$ cat src/rtl/divPkg.sv
package divPkg;

  // Control state of the sequencer.
  typedef enum logic [1:0] {
    ST_IDLE = 2'd0,
    ST_RUN  = 2'd1,
    ST_FIX  = 2'd2,
    ST_FIN  = 2'd3
  } divStateT;

  // Strobes from the sequencer to the datapath, at most one high per cycle.
  typedef struct packed {
    logic load;   // capture operand magnitudes and signs
    logic step;   // one shift / trial subtract / restore step
    logic fix;    // apply sign corrections and publish results
  } divStrobeT;

endpackage

$ cat src/rtl/divCtrl.sv
module divCtrl
  import divPkg::*;
#(
  parameter int WIDTH = 16
) (
  input  logic      clk,
  input  logic      rst,
  input  logic      start,
  input  logic      divisorZero,
  output divStrobeT strobes,
  output logic      busy,
  output logic      done
);

  localparam int CNT_W = (WIDTH > 2) ? $clog2(WIDTH) : 1;
  localparam logic [CNT_W-1:0] LAST_STEP = CNT_W'(WIDTH - 1);

  divStateT        state;
  logic [CNT_W-1:0] stepCount;

  always_ff @(posedge clk) begin
    if (rst) begin
      state     <= ST_IDLE;
      stepCount <= '0;
    end else begin
      unique case (state)
        ST_IDLE: begin
          stepCount <= '0;
          if (start) state <= divisorZero ? ST_FIN : ST_RUN;
        end
        ST_RUN: begin
          stepCount <= stepCount + 1'b1;
          if (stepCount == LAST_STEP) state <= ST_FIX;
        end
        ST_FIX:  state <= ST_FIN;
        ST_FIN:  state <= ST_IDLE;
        default: state <= ST_IDLE;
      endcase
    end
  end

  always_comb begin
    strobes.load = (state == ST_IDLE) && start;
    strobes.step = (state == ST_RUN);
    strobes.fix  = (state == ST_FIX);
  end

  assign busy = (state != ST_IDLE);
  assign done = (state == ST_FIN);

endmodule

$ cat src/rtl/divDatapath.sv
module divDatapath
  import divPkg::*;
#(
  parameter int WIDTH = 16
) (
  input  logic             clk,
  input  logic             rst,
  input  divStrobeT        strobes,
  input  logic             signedMode,
  input  logic [WIDTH-1:0] dividend,
  input  logic [WIDTH-1:0] divisor,
  output logic             divisorZero,
  output logic [WIDTH-1:0] quotient,
  output logic [WIDTH-1:0] remainder,
  output logic             divByZero
);

  localparam int TRIAL_W = WIDTH + 1;

  // Working registers: partial remainder, dividend-then-quotient, divisor.
  logic [WIDTH-1:0] partRem;
  logic [WIDTH-1:0] quoShift;
  logic [WIDTH-1:0] divReg;
  logic             negQuo;
  logic             negRem;

  // Published results.
  logic [WIDTH-1:0] quoOut;
  logic [WIDTH-1:0] remOut;
  logic             zeroFlag;

  // Operand magnitudes.
  logic             dividendNeg;
  logic             divisorNeg;
  logic [WIDTH-1:0] dividendMag;
  logic [WIDTH-1:0] divisorMag;

  always_comb begin
    dividendNeg = signedMode & dividend[WIDTH-1];
    divisorNeg  = signedMode & divisor[WIDTH-1];
    dividendMag = dividendNeg ? (~dividend + 1'b1) : dividend;
    divisorMag  = divisorNeg  ? (~divisor  + 1'b1) : divisor;
    divisorZero = (divisor == '0);
  end

  // One long-division step: shift the pair left, try subtracting the divisor.
  logic [TRIAL_W-1:0] shifted;
  logic [TRIAL_W-1:0] trial;
  logic               trialNeg;

  always_comb begin
    shifted  = {partRem, quoShift[WIDTH-1]};
    trial    = shifted - {1'b0, divReg};
    trialNeg = trial[TRIAL_W-1];
  end

  always_ff @(posedge clk) begin
    if (rst) begin
      partRem  <= '0;
      quoShift <= '0;
      divReg   <= '0;
      negQuo   <= 1'b0;
      negRem   <= 1'b0;
      quoOut   <= '0;
      remOut   <= '0;
      zeroFlag <= 1'b0;
    end else if (strobes.load) begin
      partRem  <= '0;
      quoShift <= dividendMag;
      divReg   <= divisorMag;
      negQuo   <= dividendNeg ^ divisorNeg;
      negRem   <= dividendNeg;
      zeroFlag <= divisorZero;
      if (divisorZero) begin
        quoOut <= '1;
        remOut <= dividend;
      end
    end else if (strobes.step) begin
      if (trialNeg) begin
        partRem  <= shifted[WIDTH-1:0];
        quoShift <= {quoShift[WIDTH-2:0], 1'b0};
      end else begin
        partRem  <= trial[WIDTH-1:0];
        quoShift <= {quoShift[WIDTH-2:0], 1'b1};
      end
    end else if (strobes.fix) begin
      quoOut <= negQuo ? (~quoShift + 1'b1) : quoShift;
      remOut <= negRem ? (~partRem + 1'b1) : partRem;
    end
  end

  assign quotient  = quoOut;
  assign remainder = remOut;
  assign divByZero = zeroFlag;

endmodule

$ cat src/rtl/seqDivider.sv
module seqDivider
  import divPkg::*;
#(
  parameter int WIDTH = 16
) (
  input  logic             clk,
  input  logic             rst,
  input  logic             start,
  input  logic             signedMode,
  input  logic [WIDTH-1:0] dividend,
  input  logic [WIDTH-1:0] divisor,
  output logic [WIDTH-1:0] quotient,
  output logic [WIDTH-1:0] remainder,
  output logic             divByZero,
  output logic             busy,
  output logic             done
);

  divStrobeT strobes;
  logic      divisorZero;

  divCtrl #(.WIDTH(WIDTH)) u_ctrl (
    .clk         (clk),
    .rst         (rst),
    .start       (start),
    .divisorZero (divisorZero),
    .strobes     (strobes),
    .busy        (busy),
    .done        (done)
  );

  divDatapath #(.WIDTH(WIDTH)) u_data (
    .clk         (clk),
    .rst         (rst),
    .strobes     (strobes),
    .signedMode  (signedMode),
    .dividend    (dividend),
    .divisor     (divisor),
    .divisorZero (divisorZero),
    .quotient    (quotient),
    .remainder   (remainder),
    .divByZero   (divByZero)
  );

endmodule

$ cat config.mk
export PLATFORM = sky130hd
export DESIGN_NAME = seqDivider
export DESIGN_NICKNAME = d
export VERILOG_FILES = /design/src/rtl/divPkg.sv /design/src/rtl/divCtrl.sv /design/src/rtl/divDatapath.sv /design/src/rtl/seqDivider.sv
export SDC_FILE = /design/constraint.sdc
export NUM_CORES = 1
export LEC_CHECK = 0
export BUFFER_PORTS_ARGS = -buffer_cell sky130_fd_sc_hd__buf_4
export CELL_PAD_IN_SITES_DETAIL_PLACEMENT = 1
export CELL_PAD_IN_SITES_GLOBAL_PLACEMENT = 1
export CORE_MARGIN = 5
export CORE_UTILIZATION = 35
export DETAILED_ROUTE_END_ITERATION = 7
export PLACE_DENSITY_LB_ADDON = 0.1
export REMOVE_ABC_BUFFERS = 1
export SLEW_MARGIN = 30
export SYNTH_ARGS = -nofsm -noshare
export SYNTH_HDL_FRONTEND = slang
export SYNTH_HIERARCHICAL = 1
export SYNTH_SLANG_ARGS = --single-unit
$ cat constraint.sdc
create_clock -name clk -period 3.2 [get_ports clk]
set_clock_uncertainty 0.05 [all_clocks]
set_input_delay 0.64 -clock clk [delete_from_list [all_inputs] [get_ports clk]]
set_output_delay 0.64 -clock clk [all_outputs]
set_load 0.01 [all_outputs]
Word-level counts from Yosys, hierarchy flattened
Index checks and enable logic that the tools add are counted.
{ "word_totals": {"output_inout_bits": 35, "elab_cells": 62, "ff_bits": 89, "latch_bits": 0, "mem_bits_rw": 0, "romBits": 0, "inputBits": 36, "n_memories": 0} }
{ "op_classes": {"mul": 0, "mux": 21, "magnitude_cmp": 0, "reduce_logical": 10, "shift": 0, "n_addsub": 6, "div": 0, "eq_ne": 8, "bitwise": 7} }
{ "ops": {"columns": ["op", "n"], "rows": [
  ["2-to-1 mux 16 bit", 15],
  ["adder 16 x 1 -> 16 bit (second input constant)", 4],
  ["NOT 16 bit", 4],
  ["subtractor 17 x 16 -> 17 bit", 1],
  ["logical NOT 16 bit", 1],
  ["case mux 2 bit (4 select lines)", 1],
  ["case mux 4 bit (2 select lines)", 1],
  ["nonzero test 2 bit", 4],
  ["2-to-1 mux 2 bit", 3],
  ["!= test 2 x 1 -> 1 bit (second input constant)", 3],
  ["adder 4 x 1 -> 4 bit (second input constant)", 1],
  ["== test 2 bit (second input constant)", 2],
  ["== test 4 bit (second input constant)", 1],
  ["AND reduction 3 bit", 1],
  ["bitwise AND 1 bit", 2],
  ["== test 2 x 1 -> 1 bit (second input constant)", 1],
  ["logical NOT 2 bit", 1],
  ["!= test 2 bit (second input constant)", 1],
  ["AND reduction 2 bit", 1],
  ["OR reduction 2 bit", 1],
  ["logical AND 1 bit", 1],
  ["2-to-1 mux 1 bit", 1],
  ["XOR 1 bit", 1]
]} }

Logic depth before layout (Yosys ltp)
{ "depth": {"ltp_word": 6, "ltp_mapped": 11, "mapped_depth_nobuf": 10} }

Cells and area by module
The synthesis kept the hierarchy.
{ "modules_own_cells": {"columns": ["mod", "area_each_um2", "cells_each", "seq_area_each_um2", "n_inst"], "rows": [
  ["divDatapath", 5425.2, 681, 1661.6, 1],
  ["divCtrl", 391.6, 43, 120.1, 1]
]} }

Least setup slack after synthesis
OpenSTA, ideal clock, no wires.
{ "synth_timing": {"path_kind": "register to register", "start": "reg u_data.quoShift[15]", "end": "reg u_data.partRem[10]", "arrival_time_ns": 2.659, "required_ns": 3.017, "path_buffers": 1, "setup_ns": 0.133, "path_stages_with_launch": 12, "slack_ns": 0.358, "synth_period_minus_slack_ns": 2.842, "path_cell_list": "dfxtp_1 inv_1 ha_1 fa_1 nand2b_1 a21oi_2 o21ai_2 o41ai_4 xor2_4 buf_12 mux2i_1 a21oi_1"} }
{ "synth_between": {"elab_chain_cells": 2} }
{ "synth_lines": {"columns": ["element", "line", "source"], "rows": [
  ["start: declaration", "divDatapath.sv:22", "logic [WIDTH-1:0] quoShift;"],
  ["start signal: assignment", "divDatapath.sv:69", "quoShift <= dividendMag;"],
  ["start signal: assignment", "divDatapath.sv:81", "quoShift <= {quoShift[WIDTH-2:0], 1'b0};"],
  ["start signal: assignment", "divDatapath.sv:84", "quoShift <= {quoShift[WIDTH-2:0], 1'b1};"],
  ["subtractor 17 x 16 -> 17 bit", "divDatapath.sv:53", "trial = shifted - {1'b0, divReg};"],
  ["2-to-1 mux 16 bit", "divDatapath.sv:79", "if (trialNeg) begin"],
  ["end signal: assignment", "divDatapath.sv:80", "partRem <= shifted[WIDTH-1:0];"],
  ["end signal: assignment", "divDatapath.sv:83", "partRem <= trial[WIDTH-1:0];"],
  ["end: declaration", "divDatapath.sv:21", "logic [WIDTH-1:0] partRem;"]
]} }
No other way between the ends.
A chain may end at the register's enable or synchronous reset.

Worst setup path after layout
{ "layout_timing": {"start": "reg u_data.quoShift[15]", "end": "reg u_data.partRem[7]"} }
The elaborated chain is that of the path after synthesis.

==> out/qor.txt <==
WL per Instance: 17.3 µm
initial antenna violation count: 0
hold path start: u_data/remainder[5]$_SDFFE_PP0P_
setup repair bufs after CTS: 0
Worst Hold Depth: 2
die width: 139 µm
VDD IR max: 0.338 mV
top-level port count: 71
Crit Reg-Reg Startpoint: u_data/quoShift[15]$_SDFFE_PP0P_
RSZ-0062 raised after global routing: false
hold slack: 0.407 ns
fraction of registers with async set/reset: 0
Final WS setup: 0.283 ns
worst hold path type: flip-flop to flip-flop
latest clock arrival within the worst-skew pair: 0.34 ns
final hold vios: 0
Main synth FF type: dfxtp_1
Final Power: 0.00650 W
FP Rows: 47
area of the multi-input gates: 3750 µm²
slew of the pin with the lowest slew margin: 0.775 ns
leak pwr: 2.71 nW
Arrival @ worst endpoint: 3.06 ns
largest net degree at the start of global routing: 74
Initial Util: 0.353
commonest non-fill, non-tap cell in the layout: dfxtp_1
setup violators final: 0
Final #Nets: 849
GRT Overall Usage: 0.182
vias per inst: 5.41
Pre-Repair DR Iteration Count: 4
post-route ant nets: 0
Max Fclk: 343 MHz
TNS Setup: 0 ns
global-route wire length before repair: 29,200 µm
CTS root buf: clkbuf_16
DR vias: 5,465
R2R depth: 11
Clock Pin Slew Worst Setup and Hold Paths: 0.07 ns
FILL cells: 2,018
Required @ worst endpoint: 3.34 ns
cell area power density: 933 nW/µm²
register area share after synthesis: 0.306
reg2reg end: u_data/partRem[7]$_SDFFE_PP0P_
dpl hpwl: 13,400 µm
Core ar.: 16,500 µm²
H-tree Lvls: 3
syn_area_per_cell: 8.03 µm²
number of global-route vias before repair: 5,735
Max Cap Viol: 0
Netlist cell types: 60
Die Height: 139 µm
Layout Area Growth over Synthesis: 19.7%
DP Worst Slack: 0.00993 ns
period utilization: 0.912
area of the mapped netlist: 5820 µm²
Hold EP: u_data/remainder[5]$_SDFFE_PP0P_
Rel. slew slack: 0.483
Synth Register Bits: 89
most frequent cells in the layout: dfxtp_1, buf_4, nand2_1
placer's final routability congestion estimate: 0.872
CTS tree: built
Worst Path Class, Setup: flip-flop to flip-flop
Num CTS Buffers: 9
Startpoint Class: flip-flop
status: completed
number of synthesized flops with an enable pin: 0
hold buffers post-CTS: 0
port bufs: 70
drt drc: 0
DR iter-0 viols: 246
share of layout cells above drive strength 1: 0.158
Critical Path Sink Type: flip-flop
storage element area: 1780 µm²
highest net fanout along the worst path: 11
Slew Limit Fails: 0
Die ar.: 19,300 µm²
CTS Sinks: 89
crit path time final: 2.92 ns
# diodes: 0
synth warn: 6
global route overflow: 0
deepest clock path buffer count: 2
Mapped Cells: 724
final WL: 17,500 µm
R2R setup slack: 0.28 ns
PostCTS Resize Cnt: 0
## synthesized netlist by cell type, drive strengths merged (2+ instances only)
library cell  instances  area [µm²]
ha                   27         338
nand2                84         315
or4                   5        37.5
nand3b                6        45.0
nand2b               12        75.1
o211ai                6        50.1
a21oi                51         259
a221oi                2        17.5
o41ai                 5        62.6
or3                  12        75.1
inv                  32         120
nor2b                17         106
nor3                 10        50.1
nand4                 2        12.5
or2                   2        12.5
nor2                 47         176
mux2i                22         220
a31oi                11        68.8
o31ai                15         113
buf                   8        51.3
o21a                  2        15.0
xor2                 37         343
o21ai                56         284
a211oi               43         328
a311oi                8        70.1
nor3b                 3        22.5
clkbuf               30         113
nand3                14        70.1
and2                  4        25.0
nor4b                 2        17.5
o22ai                 4        25.0
a41oi                 2        25.0
or2b                  2        15.0
dfxtp                89        1780
o221a                 9         101
nor4                  2        12.5
xnor2                28         245
## layer usage
layer | up-vias | GRT usage | wire length [µm]
met1 | 2666 | 0.216 | 7640
met2 | 59 | 0.346 | 9330
li1 | 2729 | - | -
met3 | 11 | 0.0183 | 347
met5 | - | 0 | 0
met4 | 0 | 0.0499 | 186
## cell type report
type,instances,area share
well taps,220,0.0395
clock buffers,9,0.0324
inverters,33,0.0178
flip-flops and latches,89,0.256
clock inverters,7,0.0171
multi-input cells,564,0.539
repair buffers,88,0.0985
## through the flow
step,utilization,area [µm²],cells
floorplan,-,5650,686
global placement,0.402,6620,994
detailed placement,0.402,6620,994
CTS,0.423,6960,1010
global route,0.423,6960,1010
finish,0.423,6960,1010
## where the power goes
part | leakage, nW | internal (W) | switching [W]
combinational | 1.82 | 0.00158 | 0.00200
clock | 0.162 | 0.000764 | 0.000469
sequential | 0.727 | 0.00137 | 0.000318
## critical path, cell delays in order, from the launching register on
cell and delay, ns:
dfxtp_1 0.36, inv_1 0.09, ha_1 0.23, fa_1 0.40, nand2b_1 0.19, a21oi_2 0.20
o21ai_2 0.14, o41ai_4 0.36, xor2_4 0.26, buf_12 0.18, mux2i_1 0.22, a21oi_1 0.09
## worst max path at each step
stage	from	endpoint	slack, ns	depth (start not counted)
floorplan	u_ctrl/state[0]$_SDFFE_PP0P_	u_data/quotient[12]$_SDFFE_PP0P_	-0.76	7
detailed placement	divisor[1]	u_data/remainder[8]$_SDFFE_PP0P_	0.01	11
CTS	u_data/quoShift[15]$_SDFFE_PP0P_	u_data/partRem[7]$_SDFFE_PP0P_	0.12	11
finish	u_data/quoShift[15]$_SDFFE_PP0P_	u_data/partRem[7]$_SDFFE_PP0P_	0.28	11
global route	u_data/quoShift[15]$_SDFFE_PP0P_	u_data/partRem[7]$_SDFFE_PP0P_	0.03	11
global placement	divisor[0]	u_data/remainder[14]$_SDFFE_PP0P_	0.20	12
## flip-flops by register name, indices dropped and copies added (netlist names)
name	count
u_data/divReg	16
u_data/negRem	1
u_data/quoShift	16
u_data/partRem	16
u_data/negQuo	1
u_ctrl/stepCount	4
u_data/remainder	16
u_ctrl/state	2
u_data/quotient	16
u_data/divByZero	1
## cells by family (layout without fill, tap and decap cells)
group	after synthesis	after routing	synth area share
AND/OR/NAND/NOR	230	230	0.193
flip-flops	89	89	0.306
adder cells (fa/ha/maj)	28	28	0.0615
AO/OA/AOI/OAI	219	219	0.251
XOR/XNOR	65	65	0.101
multiplexers	22	22	0.0379
buffers and inverters	71	137	0.0495
(Power assumes the default switching activity.)
